===== config.mk =====
export PLATFORM = sky130hd
export DESIGN_NAME = serial_rx_status
export DESIGN_NICKNAME = d
export VERILOG_FILES = /design/src/rtl/serial_rx_pkg.sv /design/src/rtl/rx_edge_sync.sv /design/src/rtl/rx_shifter.sv /design/src/rtl/rx_status.sv /design/src/rtl/serial_rx_status.sv
export SDC_FILE = /design/constraint.sdc
export NUM_CORES = 1
export LEC_CHECK = 0
export ABC_AREA = 1
export ABC_CLOCK_PERIOD_IN_PS = 1500
export BUFFER_PORTS_ARGS = -buffer_cell sky130_fd_sc_hd__buf_2
export CAP_MARGIN = 20
export CORE_MARGIN = 3
export CORE_UTILIZATION = 55
export DETAILED_ROUTE_END_ITERATION = 16
export PLACE_DENSITY = 0.87
export SYNTH_ARGS = -nofsm -noshare
export SYNTH_HDL_FRONTEND = slang
export SYNTH_SLANG_ARGS = --single-unit
export TNS_END_PERCENT = 5

===== constraint.sdc =====
create_clock -name clk -period 1.5 [get_ports clk]
set_clock_uncertainty 0.05 [all_clocks]
set_input_delay 0.15 -clock clk [delete_from_list [all_inputs] [get_ports clk]]
set_output_delay 0.15 -clock clk [all_outputs]
set_load 0.01 [all_outputs]

===== src/rtl/serial_rx_pkg.sv =====
package serial_rx_pkg;
  localparam int STATUS_W = 16;
  localparam int PE_BIT   = 15;
  localparam int ORE_BIT  = 14;
  localparam int FRE_BIT  = 13;
  localparam int RDY_BIT  = 12;

  typedef enum logic [2:0] {
    SH_IDLE, SH_DATA, SH_EXTRA, SH_STOP
  } shift_state_t;

  function automatic logic mode_is_sync(input logic [1:0] m);
    return m[1];
  endfunction
endpackage


===== src/rtl/rx_edge_sync.sv =====
module rx_edge_sync #(
  parameter int STAGES = 2
) (
  input  logic clk,
  input  logic rst,
  input  logic din,
  output logic rise
);
  logic [STAGES:0] pipe;

  always_ff @(posedge clk) begin
    if (rst) pipe <= '0;
    else     pipe <= {pipe[STAGES-1:0], din};
  end

  assign rise = pipe[STAGES-1] & ~pipe[STAGES];
endmodule


===== src/rtl/rx_shifter.sv =====
module rx_shifter
  import serial_rx_pkg::*;
#(
  parameter int DATA_W = 8
) (
  input  logic              clk,
  input  logic              rst,
  input  logic [1:0]        mode,
  input  logic              par_en,
  input  logic              sample_en,
  input  logic              sclk_rise,
  input  logic              rxd,
  output logic              done,
  output logic [DATA_W-1:0] done_data,
  output logic              par_bad,
  output logic              stop_bad
);
  localparam int CNT_W = $clog2(DATA_W + 1);

  shift_state_t      st;
  logic [DATA_W-1:0] sh;
  logic [CNT_W-1:0]  cnt;
  logic              extra_bit;
  logic              sync_m;
  logic              tick;
  logic [DATA_W-1:0] sh_next;

  assign sync_m  = mode_is_sync(mode);
  assign tick    = sync_m ? sclk_rise : sample_en;
  assign sh_next = {rxd, sh[DATA_W-1:1]};

  always_ff @(posedge clk) begin
    if (rst) begin
      st        <= SH_IDLE;
      sh        <= '0;
      cnt       <= '0;
      extra_bit <= 1'b0;
      done      <= 1'b0;
      done_data <= '0;
      par_bad   <= 1'b0;
      stop_bad  <= 1'b0;
    end else begin
      done <= 1'b0;
      if (tick) begin
        case (st)
          SH_IDLE: begin
            if (sync_m) begin
              sh  <= sh_next;
              cnt <= CNT_W'(1);
              st  <= SH_DATA;
            end else if (!rxd) begin
              cnt <= '0;
              st  <= SH_DATA;
            end
          end
          SH_DATA: begin
            sh  <= sh_next;
            cnt <= cnt + 1'b1;
            if (cnt == CNT_W'(DATA_W - 1)) begin
              if (sync_m) begin
                done      <= 1'b1;
                done_data <= sh_next;
                par_bad   <= 1'b0;
                stop_bad  <= 1'b0;
                st        <= SH_IDLE;
              end else if (mode == 2'd1 || par_en) begin
                st <= SH_EXTRA;
              end else begin
                extra_bit <= 1'b0;
                st        <= SH_STOP;
              end
            end
          end
          SH_EXTRA: begin
            extra_bit <= rxd;
            st        <= SH_STOP;
          end
          SH_STOP: begin
            done      <= 1'b1;
            done_data <= sh;
            par_bad   <= (^sh) ^ extra_bit;
            stop_bad  <= ~rxd;
            st        <= SH_IDLE;
          end
          default: st <= SH_IDLE;
        endcase
      end
    end
  end
endmodule


===== src/rtl/rx_status.sv =====
module rx_status
  import serial_rx_pkg::*;
#(
  parameter int DATA_W = 8
) (
  input  logic                clk,
  input  logic                rst,
  input  logic [1:0]          mode,
  input  logic                par_en,
  input  logic                done,
  input  logic [DATA_W-1:0]   done_data,
  input  logic                par_bad,
  input  logic                stop_bad,
  input  logic                rd_data,
  input  logic                clr_err,
  input  logic                rx_ie,
  output logic [STATUS_W-1:0] status,
  output logic [DATA_W-1:0]   rx_data,
  output logic                rx_irq
);
  logic pe, ore, fre, rdy;
  logic pe_set, fre_set, ore_set, load;

  assign load    = done & ~rdy;
  assign ore_set = done & rdy;
  assign pe_set  = load & par_bad & (mode == 2'd0) & par_en;
  assign fre_set = load & stop_bad & ~mode_is_sync(mode);

  always_ff @(posedge clk) begin
    if (rst) begin
      pe      <= 1'b0;
      ore     <= 1'b0;
      fre     <= 1'b0;
      rdy     <= 1'b0;
      rx_data <= '0;
      rx_irq  <= 1'b0;
    end else begin
      if (load) begin
        rx_data <= done_data;
        rdy     <= 1'b1;
      end else if (rd_data) begin
        rdy <= 1'b0;
      end
      pe     <= pe_set  | (pe  & ~clr_err);
      fre    <= fre_set | (fre & ~clr_err);
      ore    <= ore_set | (ore & ~clr_err);
      rx_irq <= rx_ie & (pe | ore | fre | rdy);
    end
  end

  always_comb begin
    status          = '0;
    status[PE_BIT]  = pe;
    status[ORE_BIT] = ore;
    status[FRE_BIT] = fre;
    status[RDY_BIT] = rdy;
  end
endmodule


===== src/rtl/serial_rx_status.sv =====
module serial_rx_status
  import serial_rx_pkg::*;
#(
  parameter int DATA_W    = 8,
  parameter int SYNC_STGS = 2
) (
  input  logic                clk,
  input  logic                rst,
  input  logic [1:0]          mode,
  input  logic                par_en,
  input  logic                sample_en,
  input  logic                rxd,
  input  logic                sclk_in,
  input  logic                rd_data,
  input  logic                clr_err,
  input  logic                rx_ie,
  output logic [STATUS_W-1:0] status,
  output logic [DATA_W-1:0]   rx_data,
  output logic                rx_irq
);
  logic              sclk_rise;
  logic              done, par_bad, stop_bad;
  logic [DATA_W-1:0] done_data;

  rx_edge_sync #(.STAGES(SYNC_STGS)) u_sync (
    .clk(clk), .rst(rst), .din(sclk_in), .rise(sclk_rise)
  );

  rx_shifter #(.DATA_W(DATA_W)) u_shift (
    .clk(clk), .rst(rst), .mode(mode), .par_en(par_en),
    .sample_en(sample_en), .sclk_rise(sclk_rise), .rxd(rxd),
    .done(done), .done_data(done_data), .par_bad(par_bad),
    .stop_bad(stop_bad)
  );

  rx_status #(.DATA_W(DATA_W)) u_stat (
    .clk(clk), .rst(rst), .mode(mode), .par_en(par_en),
    .done(done), .done_data(done_data), .par_bad(par_bad),
    .stop_bad(stop_bad), .rd_data(rd_data), .clr_err(clr_err),
    .rx_ie(rx_ie), .status(status), .rx_data(rx_data), .rx_irq(rx_irq)
  );
endmodule


==> impl_metrics.csv <==
group,metric,value,unit
finish,antenna-diode-count,0,
placed_design,dp_hpwl,3020,um
min_path,hold_class,"input port to flop",
setup_path,crit_buf_inv,2,
cts,postCtsSetupBuffers,0,
synth,ys_warn_count,0,
setup_path,cp_common_cell,"nand3_2",
global_route,grt_pass1_wl,6940,um
synth,async_flop_share,0,
cts,insertion_delay,0.29,ns
timing,fin_crit,1.42,ns
route,wl_per_cell,11.5,um
route,num_vias,1851,
die,start_util,0.598,
die,fp.dieH,67.6,um
route,viasPerCell,4.99,
timing,finalCritPeriodShare,0.947,
synth,synthCells,302,
timing,clock.fmax,704,MHz
cts,cts_sinks,42,
timing,setup_viol,0,
finish,mostFrequentLayoutCells,"61 x nand2_1, 48 x nor2_1, 39 x dfxtp_1",
global_route,grt_use_total,0.197,
setup_path,cp_slowest_stage_delay,0.48,ns
synth,synth-seq-area-share,0.402,
timing,tns,0,ns
global_route,grt_overflow_total,0,
cts,clock_path_buffers,2,
setup_path,r2r-end,"u_shift.cnt[2]$_SDFFE_PP0P_",
finish,layoutNonFillerInstCount,371,
synth,synth-seq-cells,42,
setup_path,path_delay_family,"flip-flops",
flow_run,drv_cap,0,
global_route,first_global_vias,1654,
route,routed_wl,4270,um
setup_path,endpoint_kind,"flop",
timing,hold_violations,0,
power,ir_drop,0.456,mV
setup_path,crit_path_top_delay_cell,"dfxtp_1",
route,drc,0,
cts,clk_pin_slew,0.08,ns
status,status,"finished clean",
setup_path,rrSetupSlack,0.08,ns
power,power_density,1090,mW/mm2
setup_path,cp_max_fo,7,
route,detail-route-antenna-nets,0,
setup_path,r2r_start,"u_shift.st[1]$_SDFFE_PP0P_",
global_route,grt_antenna_before_repair,0,
global_route,grt_max_degree,24,
setup_path,path_cells,"inv_2 > nand3_2 > nand3_2 > clkinv_1 > nand2_1 > a21oi_1 > o21a_1",
power,leakage,1.10,nW
setup_path,cp.required,1.69,ns
placed_design,io_buffer_count,23,
placed_design,globalplace.congestion,0.855,
synth,synth_cell_types,33,
min_path,hold-path-cell-count,3,
finish,areaGrowthSynthToFinish,12.3,%
cts,cts_inserted_buffers,5,
cts,cts_tree,"done",
synth,ys.flop_type,"dfxtp_1",
timing,rsz0062_at_grt,"yes",
cts,cts-root-buf,"clkbuf_8",
synth,synth_edf_count,0,
setup_path,worstSetupPathType,"flop to flop",
finish,fillers,294,
setup_path,startpoint_type,"flop",
finish,final_common_cell,"nand2_1",
route,drt_iter0_markers,159,
die,std_cell_rows,21,
placed_design,dp.cells,363,
route,dr.pass1.iters,4,
min_path,min_from,"sclk_in",
synth,synth_area,0.00209,mm2
min_path,holdPathEnd,"u_sync.pipe[0]$_SDFF_PP0_",
timing,drv_slew,0,
die,ioPinCount,36,
setup_path,worstPathArrival,1.61,ns
cts,cts_hold_buf,0,
finish,drive_above_1_share,0.191,
die,die_area,0.00457,mm2
setup_path,reg2reg_depth,7,
finish,fin_nets,336,
die,core_area,0.00349,mm2
die,die-width,67.6,um
cts,h-tree-depth,2,
synth,synth.avg_cell_area,6.92,um2
==> metal layers <==
| layer | GRT usage | up-vias | share of wire | wire length, um |
|---|---|---|---|---|
| met2 | 0.343 | 51 | 0.48 | 2050 |
| met4 | 0.0532 | 0 | 0.015 | 63 |
| met5 | 0 | - | 0 | 0 |
| li1 | - | 979 | - | - |
| met1 | 0.239 | 813 | 0.45 | 1930 |
| met3 | 0.0499 | 8 | 0.054 | 230 |
==> cells in the mapped netlist (all sizes together) (2+ instances only) <==
| cell type | number | area [um2] |
|---|---|---|
| buf | 20 | 148 |
| inv | 32 | 120 |
| nor2 | 52 | 213 |
| clkinv | 2 | 7.51 |
| o21ai | 38 | 198 |
| a21oi | 21 | 113 |
| clkbuf | 3 | 11.3 |
| nand3 | 12 | 70.1 |
| dfxtp | 42 | 841 |
| nand2 | 69 | 284 |
==> flip-flops by register name, summed over array words and instances (netlist names), 2 cells and up <==
name               cells
u_shift.done_data      8
u_shift.sh             8
u_stat.rx_data         8
u_shift.cnt            4
u_sync.pipe            3
u_shift.st             2
==> worst register-to-register path: cells and delay by family, from the launching register on <==
family	cells	cell delay, ns
AO/OA/AOI/OAI	2	0.31
buffers and inverters	2	0.19
flip-flops	1	0.48
AND/OR/NAND/NOR	3	0.35
==> report_power, final <==
| group | internal (mW) | switching [mW] |
|---|---|---|
| Combinational | 0.100 | 0.195 |
| Clock | 0.710 | 0.380 |
| Sequential | 1.14 | 0.0347 |
==> final cells by class <==
type / instances / area, um2 / share of cell area
sequential: 42 / 845 / 0.360
multi-input combinational: 214 / 1020 / 0.433
inverter: 34 / 128 / 0.0544
tap: 46 / 57.6 / 0.0245
timing repair buffer: 27 / 158 / 0.0672
clock buffer: 6 / 82.6 / 0.0352
clock inverter: 2 / 60.1 / 0.0256
==> worst max-delay path by stage <==
stage | startpoint | end | slack [ns] | cells after the start
floorplan | u_shift.st[0]$_SDFFE_PP0P_ | u_shift.st[1]$_SDFFE_PP0P_ | 0.21 | 9
global placement | u_shift.st[0]$_SDFFE_PP0P_ | u_shift.cnt[2]$_SDFFE_PP0P_ | 0.04 | 6
detailed placement | u_shift.st[0]$_SDFFE_PP0P_ | u_shift.done_data[1]$_SDFFE_PP0P_ | -0.05 | 7
CTS | u_shift.st[1]$_SDFFE_PP0P_ | u_shift.cnt[2]$_SDFFE_PP0P_ | 0.02 | 6
global route | u_shift.st[0]$_SDFFE_PP0P_ | u_shift.st[1]$_SDFFE_PP0P_ | 0.004 | 9
finish | u_shift.st[1]$_SDFFE_PP0P_ | u_shift.cnt[2]$_SDFFE_PP0P_ | 0.08 | 7
==> kinds of logic (layout without fill, tap and decap cells) <==
family                     count (synthesis)  after routing  share of synthesized area
adders and majority gates                  1              1                    0.00599
buffers and inverters                     57             69                      0.137
AOI/OAI and AO/OA                         62             62                      0.162
xor gates and xnor gates                   1              1                    0.00419
other                                      1             12                    0.00179
and+or+nand+nor                          138            138                      0.287
DFF                                       42             42                      0.402
==> timing repair <==
| item | CTS | global route |
|---|---|---|
| endpoints found under the hold margin | 0 | 0 |
| endpoints found under the setup margin | 9 | 10 |
| resized for setup | 1 | 6 |
==> stage by stage <==
| stage | total power, mW | utilization | setup WS [ns] | cell area, um2 | hold WS [ns] |
|---|---|---|---|---|---|
| after floorplan | 1.44 | - | 0.207 | 2130 | 0.162 |
| after global placement | 1.47 | 0.626 | 0.0392 | 2190 | 0.299 |
| after detailed placement | 1.48 | 0.626 | -0.0458 | 2190 | 0.320 |
| after CTS | 2.57 | 0.667 | 0.0154 | 2330 | 0.00733 |
| after global routing | 2.67 | 0.671 | 0.00401 | 2350 | 0.0285 |
| final | 2.56 | 0.671 | 0.0797 | 2350 | 0.00861 |
Power figures use the tool's default switching activity.
